[config.mk]
export PLATFORM = sky130hd
export DESIGN_NAME = dual_serial_tx
export DESIGN_NICKNAME = d
export VERILOG_FILES = /design/src/rtl/dstx_pkg.sv /design/src/rtl/dstx_ctrl.sv /design/src/rtl/dstx_datapath.sv /design/src/rtl/dual_serial_tx.sv
export SDC_FILE = /design/constraint.sdc
export NUM_CORES = 1
export LEC_CHECK = 0
export ABC_CLOCK_PERIOD_IN_PS = 4850
export BUFFER_PORTS_ARGS = -buffer_cell sky130_fd_sc_hd__clkbuf_2
export CORE_ASPECT_RATIO = 1.25
export CORE_UTILIZATION = 33
export CTS_BUF_LIST = sky130_fd_sc_hd__clkbuf_2
export CTS_CLUSTER_DIAMETER = 100
export DETAILED_ROUTE_END_ITERATION = 16
export PLACE_DENSITY = 0.5
export SYNTH_ARGS = -nofsm -noshare
export SYNTH_HDL_FRONTEND = slang
export SYNTH_SLANG_ARGS = --single-unit
export TNS_END_PERCENT = 20
[constraint.sdc]
create_clock -name clk -period 4.85 [get_ports clk]
set_input_delay 0.97 -clock clk [delete_from_list [all_inputs] [get_ports clk]]
set_output_delay 0.97 -clock clk [all_outputs]
set_load 0.005 [all_outputs]
[src/rtl/dstx_pkg.sv]
package dstx_pkg;

  // Strobes from the timing control to the datapath, valid for one clock.
  typedef struct packed {
    logic clearOut;   // port disabled: force serial lines low
    logic shiftBit;   // drive the next bit of the current word
    logic loadWord;   // bring the next word (or a repeat) into the shifters
  } dstx_strobe_t;

endpackage

[src/rtl/dstx_ctrl.sv]
module dstx_ctrl
  import dstx_pkg::*;
#(
  parameter int DIV_W   = 8,
  parameter int LEN_W   = 5,
  parameter int LEN_MIN = 2
) (
  input  logic             clk,
  input  logic             rstN,
  input  logic             enable,
  input  logic             extClkSel,
  input  logic             multiChan,
  input  logic             sclkIn,
  input  logic [DIV_W-1:0] clkDiv,
  input  logic [LEN_W-1:0] wordLenCode,
  input  logic             holdValid,
  output logic [LEN_W-1:0] lenEff,
  output dstx_strobe_t     strobe,
  output logic             sclkOut,
  output logic             sclkOe,
  output logic             fsPin
);

  localparam int REM_W = LEN_W + 1;

  logic [DIV_W-1:0] divCnt;
  logic             sclkReg;
  logic [2:0]       extSync;
  logic             intTick, extTick, tick;
  logic             running;
  logic [REM_W-1:0] remain;
  logic             fsReg, dvReg;
  logic             lastBit;

  // Internal divider: toggles every clkDiv+1 clocks.
  always_ff @(posedge clk) begin
    if (!rstN) begin
      divCnt  <= '0;
      sclkReg <= 1'b0;
    end else if (!enable || extClkSel) begin
      divCnt  <= '0;
      sclkReg <= 1'b0;
    end else if (divCnt == clkDiv) begin
      divCnt  <= '0;
      sclkReg <= ~sclkReg;
    end else begin
      divCnt <= divCnt + DIV_W'(1);
    end
  end

  // External clock: two-flop synchroniser plus one delayed copy.
  always_ff @(posedge clk) begin
    if (!rstN) extSync <= '0;
    else       extSync <= {extSync[1:0], sclkIn};
  end

  assign intTick = enable && !extClkSel && (divCnt == clkDiv) && sclkReg;
  assign extTick = enable && extClkSel && extSync[2] && !extSync[1];
  assign tick    = intTick || extTick;

  // Length capture only while disabled, clamped to the minimum.
  always_ff @(posedge clk) begin
    if (!rstN)
      lenEff <= LEN_W'(LEN_MIN);
    else if (!enable)
      lenEff <= (wordLenCode < LEN_W'(LEN_MIN)) ? LEN_W'(LEN_MIN) : wordLenCode;
  end

  assign lastBit = (remain == REM_W'(1));

  // Word sequencing on driving-edge ticks.
  always_ff @(posedge clk) begin
    if (!rstN || !enable) begin
      running <= 1'b0;
      remain  <= '0;
      fsReg   <= 1'b0;
      dvReg   <= 1'b0;
    end else if (tick) begin
      if (!running) begin
        if (holdValid) begin
          running <= 1'b1;
          remain  <= {1'b0, lenEff} + REM_W'(1);
          fsReg   <= 1'b1;
          dvReg   <= 1'b0;
        end
      end else begin
        dvReg <= 1'b1;
        if (lastBit) begin
          remain <= {1'b0, lenEff} + REM_W'(1);
          fsReg  <= 1'b1;
        end else begin
          remain <= remain - REM_W'(1);
          fsReg  <= 1'b0;
        end
      end
    end
  end

  always_comb begin
    strobe          = '0;
    strobe.clearOut = !enable;
    strobe.shiftBit = tick && running;
    strobe.loadWord = tick && ((!running && holdValid) || (running && lastBit));
  end

  assign sclkOut = sclkReg;
  assign sclkOe  = enable && !extClkSel;
  assign fsPin   = multiChan ? dvReg : fsReg;

  // a frame-sync period never extends over two ticks.
  p_fs_one_period_r4: assert property (@(posedge clk) disable iff (!rstN)
    (tick && fsReg) |=> !fsReg);

  // the captured length holds while the port stays enabled.
  p_len_frozen_r10: assert property (@(posedge clk) disable iff (!rstN)
    enable |=> (!enable || $stable(lenEff)));

  // a disabled port leaves the serial side quiet.
  p_quiet_off_r12: assert property (@(posedge clk) disable iff (!rstN)
    !enable |=> (!fsReg && !dvReg && !sclkReg && !running));

endmodule

[src/rtl/dstx_datapath.sv]
module dstx_datapath
  import dstx_pkg::*;
#(
  parameter int SLOT_W = 16,
  parameter int SLOTS  = 8,
  parameter int LEN_W  = 5
) (
  input  logic                clk,
  input  logic                rstN,
  input  dstx_strobe_t        strobe,
  input  logic [LEN_W-1:0]    lenEff,
  input  logic                wrValid,
  input  logic [2*SLOT_W-1:0] wrPri,
  input  logic [2*SLOT_W-1:0] wrSec,
  output logic                holdValid,
  output logic                dPri,
  output logic                dSec,
  output logic                overflow,
  output logic                underflow
);

  localparam int WORD_W = 2 * SLOT_W;
  localparam int LANES  = 2;
  localparam int PTR_W  = $clog2(SLOTS);
  localparam int CNT_W  = $clog2(SLOTS + 1);

  logic             wide, widePrev, flush;
  logic [CNT_W-1:0] depthNow, count;
  logic [PTR_W-1:0] wrPtr, rdPtr;
  logic             full, doWrite, pop;

  logic [SLOT_W-1:0] mem      [LANES][SLOTS];
  logic [WORD_W-1:0] laneIn   [LANES];
  logic [WORD_W-1:0] rdWord   [LANES];
  logic [WORD_W-1:0] hold     [LANES];
  logic [WORD_W-1:0] shReg    [LANES];
  logic [WORD_W-1:0] lastWord [LANES];
  logic [WORD_W-1:0] nextWord [LANES];
  logic [LANES-1:0]  dOut;

  function automatic logic [PTR_W-1:0] advance(input logic [PTR_W-1:0] p,
                                               input logic [CNT_W-1:0] depth);
    return (CNT_W'(p) == depth - CNT_W'(1)) ? '0 : p + PTR_W'(1);
  endfunction

  assign laneIn[0] = wrPri;
  assign laneIn[1] = wrSec;

  // Storage geometry follows the captured word length.
  assign wide     = (lenEff >= LEN_W'(SLOT_W));
  assign depthNow = wide ? CNT_W'(SLOTS / 2) : CNT_W'(SLOTS);
  assign flush    = (wide != widePrev);
  assign full     = (count == depthNow);
  assign doWrite  = wrValid && !full && !flush;
  assign pop      = (!holdValid || strobe.loadWord) && (count != '0) && !flush;

  always_ff @(posedge clk) begin
    if (!rstN) widePrev <= 1'b0;
    else       widePrev <= wide;
  end

  // Slot store: a long entry uses an even/odd slot pair.
  always_ff @(posedge clk) begin
    if (doWrite) begin
      for (int l = 0; l < LANES; l++) begin
        if (wide) begin
          mem[l][{wrPtr[PTR_W-2:0], 1'b0}] <= laneIn[l][SLOT_W-1:0];
          mem[l][{wrPtr[PTR_W-2:0], 1'b1}] <= laneIn[l][WORD_W-1:SLOT_W];
        end else begin
          mem[l][wrPtr] <= laneIn[l][SLOT_W-1:0];
        end
      end
    end
  end

  generate
    for (genvar g = 0; g < LANES; g++) begin : g_lane
      assign rdWord[g] = wide ?
        {mem[g][{rdPtr[PTR_W-2:0], 1'b1}], mem[g][{rdPtr[PTR_W-2:0], 1'b0}]} :
        {{SLOT_W{1'b0}}, mem[g][rdPtr]};
      assign nextWord[g] = holdValid ? hold[g] : lastWord[g];
    end
  endgenerate

  always_ff @(posedge clk) begin
    if (!rstN || flush) begin
      wrPtr <= '0;
      rdPtr <= '0;
      count <= '0;
    end else begin
      if (doWrite) wrPtr <= advance(wrPtr, depthNow);
      if (pop)     rdPtr <= advance(rdPtr, depthNow);
      count <= count + CNT_W'(doWrite) - CNT_W'(pop);
    end
  end

  always_ff @(posedge clk) begin
    if (!rstN) overflow <= 1'b0;
    else if (wrValid && full && !flush) overflow <= 1'b1;
  end

  // Hold stage.
  always_ff @(posedge clk) begin
    if (!rstN || flush) begin
      holdValid <= 1'b0;
      for (int l = 0; l < LANES; l++) hold[l] <= '0;
    end else if (pop) begin
      holdValid <= 1'b1;
      for (int l = 0; l < LANES; l++) hold[l] <= rdWord[l];
    end else if (strobe.loadWord) begin
      holdValid <= 1'b0;
    end
  end

  // Shift stage: the bit at the captured length is the one driven out.
  always_ff @(posedge clk) begin
    if (!rstN) begin
      dOut      <= '0;
      underflow <= 1'b0;
      for (int l = 0; l < LANES; l++) begin
        shReg[l]    <= '0;
        lastWord[l] <= '0;
      end
    end else if (strobe.clearOut) begin
      dOut <= '0;
    end else begin
      for (int l = 0; l < LANES; l++) begin
        if (strobe.shiftBit) dOut[l] <= shReg[l][lenEff];
        if (strobe.loadWord) begin
          shReg[l]    <= nextWord[l];
          lastWord[l] <= nextWord[l];
        end else if (strobe.shiftBit) begin
          shReg[l] <= shReg[l] << 1;
        end
      end
      if (strobe.loadWord && !holdValid) underflow <= 1'b1;
    end
  end

  assign dPri = dOut[0];
  assign dSec = dOut[1];

  // occupancy never exceeds the depth of the current geometry.
  p_count_bound_r2: assert property (@(posedge clk) disable iff (!rstN)
    count <= depthNow);

  // a write into a full store leaves the occupancy untouched.
  p_drop_when_full_r3: assert property (@(posedge clk) disable iff (!rstN)
    (wrValid && full && !pop && !flush) |=> $stable(count));

  // overflow is sticky.
  p_ovf_sticky_r3: assert property (@(posedge clk) disable iff (!rstN)
    overflow |=> overflow);

  // underflow is sticky.
  p_udf_sticky_r8: assert property (@(posedge clk) disable iff (!rstN)
    underflow |=> underflow);

  // a geometry change leaves nothing queued.
  p_flush_empties_r11: assert property (@(posedge clk) disable iff (!rstN)
    flush |=> (count == '0 && !holdValid));

endmodule

[src/rtl/dual_serial_tx.sv]
module dual_serial_tx
  import dstx_pkg::*;
#(
  parameter int DIV_W  = 8,
  parameter int SLOT_W = 16,
  parameter int SLOTS  = 8,
  localparam int WORD_W = 2 * SLOT_W,
  localparam int LEN_W  = $clog2(WORD_W)
) (
  input  logic              clk,
  input  logic              rstN,
  input  logic              enable,
  input  logic [LEN_W-1:0]  wordLenCode,
  input  logic [DIV_W-1:0]  clkDiv,
  input  logic              extClkSel,
  input  logic              multiChan,
  input  logic              sclkIn,
  input  logic              wrValid,
  input  logic [WORD_W-1:0] wrPri,
  input  logic [WORD_W-1:0] wrSec,
  output logic              sclkOut,
  output logic              sclkOe,
  output logic              fsPin,
  output logic              dPri,
  output logic              dSec,
  output logic              overflow,
  output logic              underflow
);

  dstx_strobe_t     strobe;
  logic [LEN_W-1:0] lenEff;
  logic             holdValid;

  dstx_ctrl #(
    .DIV_W (DIV_W),
    .LEN_W (LEN_W)
  ) u_ctrl (
    .clk         (clk),
    .rstN        (rstN),
    .enable      (enable),
    .extClkSel   (extClkSel),
    .multiChan   (multiChan),
    .sclkIn      (sclkIn),
    .clkDiv      (clkDiv),
    .wordLenCode (wordLenCode),
    .holdValid   (holdValid),
    .lenEff      (lenEff),
    .strobe      (strobe),
    .sclkOut     (sclkOut),
    .sclkOe      (sclkOe),
    .fsPin       (fsPin)
  );

  dstx_datapath #(
    .SLOT_W (SLOT_W),
    .SLOTS  (SLOTS),
    .LEN_W  (LEN_W)
  ) u_dp (
    .clk       (clk),
    .rstN      (rstN),
    .strobe    (strobe),
    .lenEff    (lenEff),
    .wrValid   (wrValid),
    .wrPri     (wrPri),
    .wrSec     (wrSec),
    .holdValid (holdValid),
    .dPri      (dPri),
    .dSec      (dSec),
    .overflow  (overflow),
    .underflow (underflow)
  );

endmodule

==> metrics.md <==
| Metric | Value |
|---|---|
| Outcome | `finished clean` |
| Cells after Synth | `1485` |
| Hold Slack | `0.170 ns` |
| GR Layer Usage met1 | `0.222` |
| Fin. Hold Viols | `0` |
| Syn_nets | `1585` |
| GRT overflow | `0` |
| R2R cell count | `12` |
| Die Wd | `241 um` |
| Pins Over Slew Limit | `0` |
| Clock period minus final worst setup slack | `3.63 ns` |
| H-tree level count | `4` |
| Area grow syn2layout | `14.9%` |
| Sw Ratio | `0.296` |
| Psw | `3.02 mW` |
| Min-delay worst type | `in -> reg` |
| Critical path launch point type | `flip-flop` |
| TritonCTS Sinks | `490` |
| CP arrival | `4.81 ns` |
| Worst Min Path Start | `enable` |
| 1st-pass router iterations | `5` |
| Final wirelength | `59400 um` |
| WHS Endpoint | `u_ctrl.lenEff[1]$_SDFFE_PN1N_` |
| I/O Buffers | `90` |
| Async SR Flop Fraction | `0` |
| M2 GR Usage | `0.279` |
| Nets@finish | `1822` |
| Fraction of layout cells with a size suffix above 1 | `0.342` |
| Clk_skew | `0.0867 ns` |
| Critical Path End Type | `flip-flop` |
| Die Y | `300 um` |
| CTS tree | `yes` |
| Required time worst endpoint | `6.03 ns` |
| Number of flops mapped to enable cells by yosys | `447` |
| Distinct cells, synth | `56` |
| GR peak layer | `met2` |
| Leading area contributor after synthesis | `edfxtp_1` |
| Tcrit/Tclk final | `0.748` |
| Num rows | `108` |
| CP Class | `reg -> reg` |
| Delay-heaviest family, CP | `adder cells` |
| Top post-synthesis cells by area | `edfxtp_1 (57%), mux4_2 (13%), mux2_2 (5.3%)` |
| Unrepaired setup endpoints after global routing | `false` |
| DR iter-0 viols | `850` |
| CP Cell Sequence | `buf_4 -> xor2_1 -> nor3_1 -> a31oi_1 -> nand2_1 -> ha_1 -> inv_1 -> ha_1 -> inv_1 -> fa_1 -> xor2_1 -> nor2_1` |
| Die ar. | `0.0722 sq mm` |
| Synth top cells by count | `edfxtp_1 (447), nor2_1 (154), mux4_2 (140)` |
| Int Pwr | `7.16 mW` |
| Worst Hold Depth | `3` |
| Routed Antenna Nets | `0` |
| I/O pins | `91` |
| Post-synth top area share | `0.572` |
| Reg-to-Reg End | `u_dp.count[2]$_SDFF_PP0_` |
| FF+latch count, synth | `490` |
| Final TNS setup | `0 ns` |
| Clk root buf | `clkbuf_2` |
| Clock power share | `0.284` |
| Netlist Area Pre-Place | `0.0235 sq mm` |
| Max incr delay on CP | `0.67 ns` |
| Number of max-cap violations | `0` |
| Sequential share of the synthesized area | `0.609` |
| Reg-to-Reg Start | `u_ctrl.lenEff[4]$_SDFFE_PN0N_` |
| Dominant synthesized flop cell | `edfxtp_1` |
| Hpwl dp | `34700 um` |
| CTS Buf Count | `131` |
| Top-count cell post-synth | `edfxtp_1` |
| Fmax | `276 MHz` |
| Met3 Resource Use GR | `0.0363` |
| Number of remaining DRC errors | `0` |
| Number of global-route vias before repair | `14600` |
| Via-to-Cell Ratio | `5.02` |
| CP Max Fanout | `42` |
| Drt wl/cell | `21.6 um` |
| Initial antenna violation count | `4` |
| Syn_area_per_cell | `15.8 sq um` |
| Relative slew slack | `0.371` |
| Latest clock arrival within the worst-skew pair | `1.30 ns` |
| Slew of the pin with the lowest slew margin | `0.944 ns` |
| Crit path buf inv count | `3` |
| Crit-path slowest cell | `dfxtp_4` |
| Setup Buffers After CTS | `0` |
| FF-to-FF setup slack | `1.22 ns` |
| Total GRT Usage | `0.171` |
| # setup viols final | `0` |
| CTS Buffer Depth | `3` |
| Comb power frac | `0.197` |
| VDD IR-drop max | `0.214 mV` |
| Static leakage | `9.87 nW` |
| Yosys warns | `0` |
| Clock-pin slew on the worst setup and hold paths | `0.10 ns` |
| Global-route wire length before repair | `90600 um` |
| Starting Density | `0.336` |
| PwrDens | `377 mW/mm^2` |
| DR vias | `13800` |
| Share of power burned in registers | `0.519` |
| Gpl congestion | `0.750` |
| Largest net degree at the start of global routing | `69` |
| Area of the core | `0.0699 sq mm` |
## cell usage in the layout (no fill, tap or decap), types with 6 or more instances in the layout
master and instances:
dfxtp_1 38, and3_1 39, a21o_1 63, clkbuf_2 282, nor2_1 154, nand3_1 12
buf_4 37, clkinv_1 18, a22oi_1 7, mux2_1 19, diode_2 6, edfxtp_1 447
inv_2 6, dlygate4sd3_1 78, mux2i_1 113, xor2_1 18, nand2_1 26, and2_1 7
a21oi_1 51, mux2_2 110, nor2b_1 9, ha_1 15, nor3_2 6, inv_1 22
mux4_2 140, o21ai_0 6, or3_1 6, a31oi_1 6
## kinds of logic (layout without fill, tap and decap cells)
group	count (synthesis)	in the layout	synth area share
flops	490	490	0.609
mux	382	382	0.244
simple gates	294	294	0.0616
compound gates	151	151	0.0427
buf+inv	128	455	0.0246
xor+xnor	24	24	0.00928
fa+ha+maj	16	16	0.00885
other cells	0	6	0
## state kept, by name, summed over array words and instances (netlist names), 4 cells and up
name and flops:
u_dp.mem 256, u_ctrl.remain 6, u_ctrl.lenEff 5, u_dp.hold 64, u_ctrl.divCnt 8, u_dp.count 4, u_dp.shReg 64, u_dp.lastWord 64
## per-layer routing
layer,share of wire,wire length (um)
met5,0,0
met4,0.021,1260
met3,0.041,2450
met2,0.49,29300
met1,0.44,26300
## power by group through the flow
stage | Combinational (mW) | Clock (mW) | Sequential (mW)
floorplan | 1.61 | 0 | 5.15
global placement | 1.96 | 0 | 5.39
detailed placement | 1.99 | 0 | 5.39
CTS | 2.05 | 3.03 | 5.29
global route | 2.21 | 3.21 | 5.33
finish | 2.01 | 2.89 | 5.28
## worst register-to-register path, delay by kind of cell, from the launching register on
kind	cells	cell delay, ns
fa+ha+maj	3	0.93
buf+inv	3	0.68
flops	1	0.67
xor+xnor	2	0.48
compound gates	1	0.38
simple gates	3	0.38
## area by class of cell
cell class	count	area [sq um]
Clock buffer	192	961
Sequential cell	490	14300
Inverter	22	82.6
Multi-Input combinational cell	867	8640
Fill cell	6683	42900
Antenna cell	6	15.0
Timing Repair Buffer	210	1610
Clock inverter	31	180
Tap cell	935	1170
## worst max-delay path by stage
stage                                        from                              end  slack, ns  cells after the start
global placement                        clkDiv[3]  u_dp.shReg[0][27]$_SDFFCE_PP0P_       1.04                      7
detailed placement                      clkDiv[3]  u_dp.shReg[0][29]$_SDFFCE_PP0P_       1.01                      7
finish              u_ctrl.lenEff[4]$_SDFFE_PN0N_         u_dp.count[2]$_SDFF_PP0_       1.22                     12
floorplan                                  enable    u_dp.hold[0][0]$_SDFFCE_PN0P_       0.40                      4
CTS                 u_ctrl.lenEff[4]$_SDFFE_PN0N_         u_dp.count[2]$_SDFF_PP0_       1.22                     12
global route        u_ctrl.lenEff[4]$_SDFFE_PN0N_         u_dp.count[2]$_SDFF_PP0_       0.88                     12
## what timing repair did
action                                 CTS  global route
hold buffers                            78             0
endpoints found under the hold margin  265             0
gates resized for setup                  0             0
## through the flow
step / utilization / power [mW] / cell area (sq um) / worst slack [ns] / instances
after global routing: 0.386 / 10.7 / 27000 / 0.878 / 2751
after CTS: 0.386 / 10.4 / 26900 / 1.22 / 2747
after detailed placement: 0.358 / 7.38 / 25000 / 1.01 / 2446
final: 0.386 / 10.2 / 27000 / 1.22 / 2753
after floorplan: - / 6.76 / 23500 / 0.402 / 1485
after global placement: 0.358 / 7.35 / 25000 / 1.04 / 2446
Power figures use the tool's default switching activity.
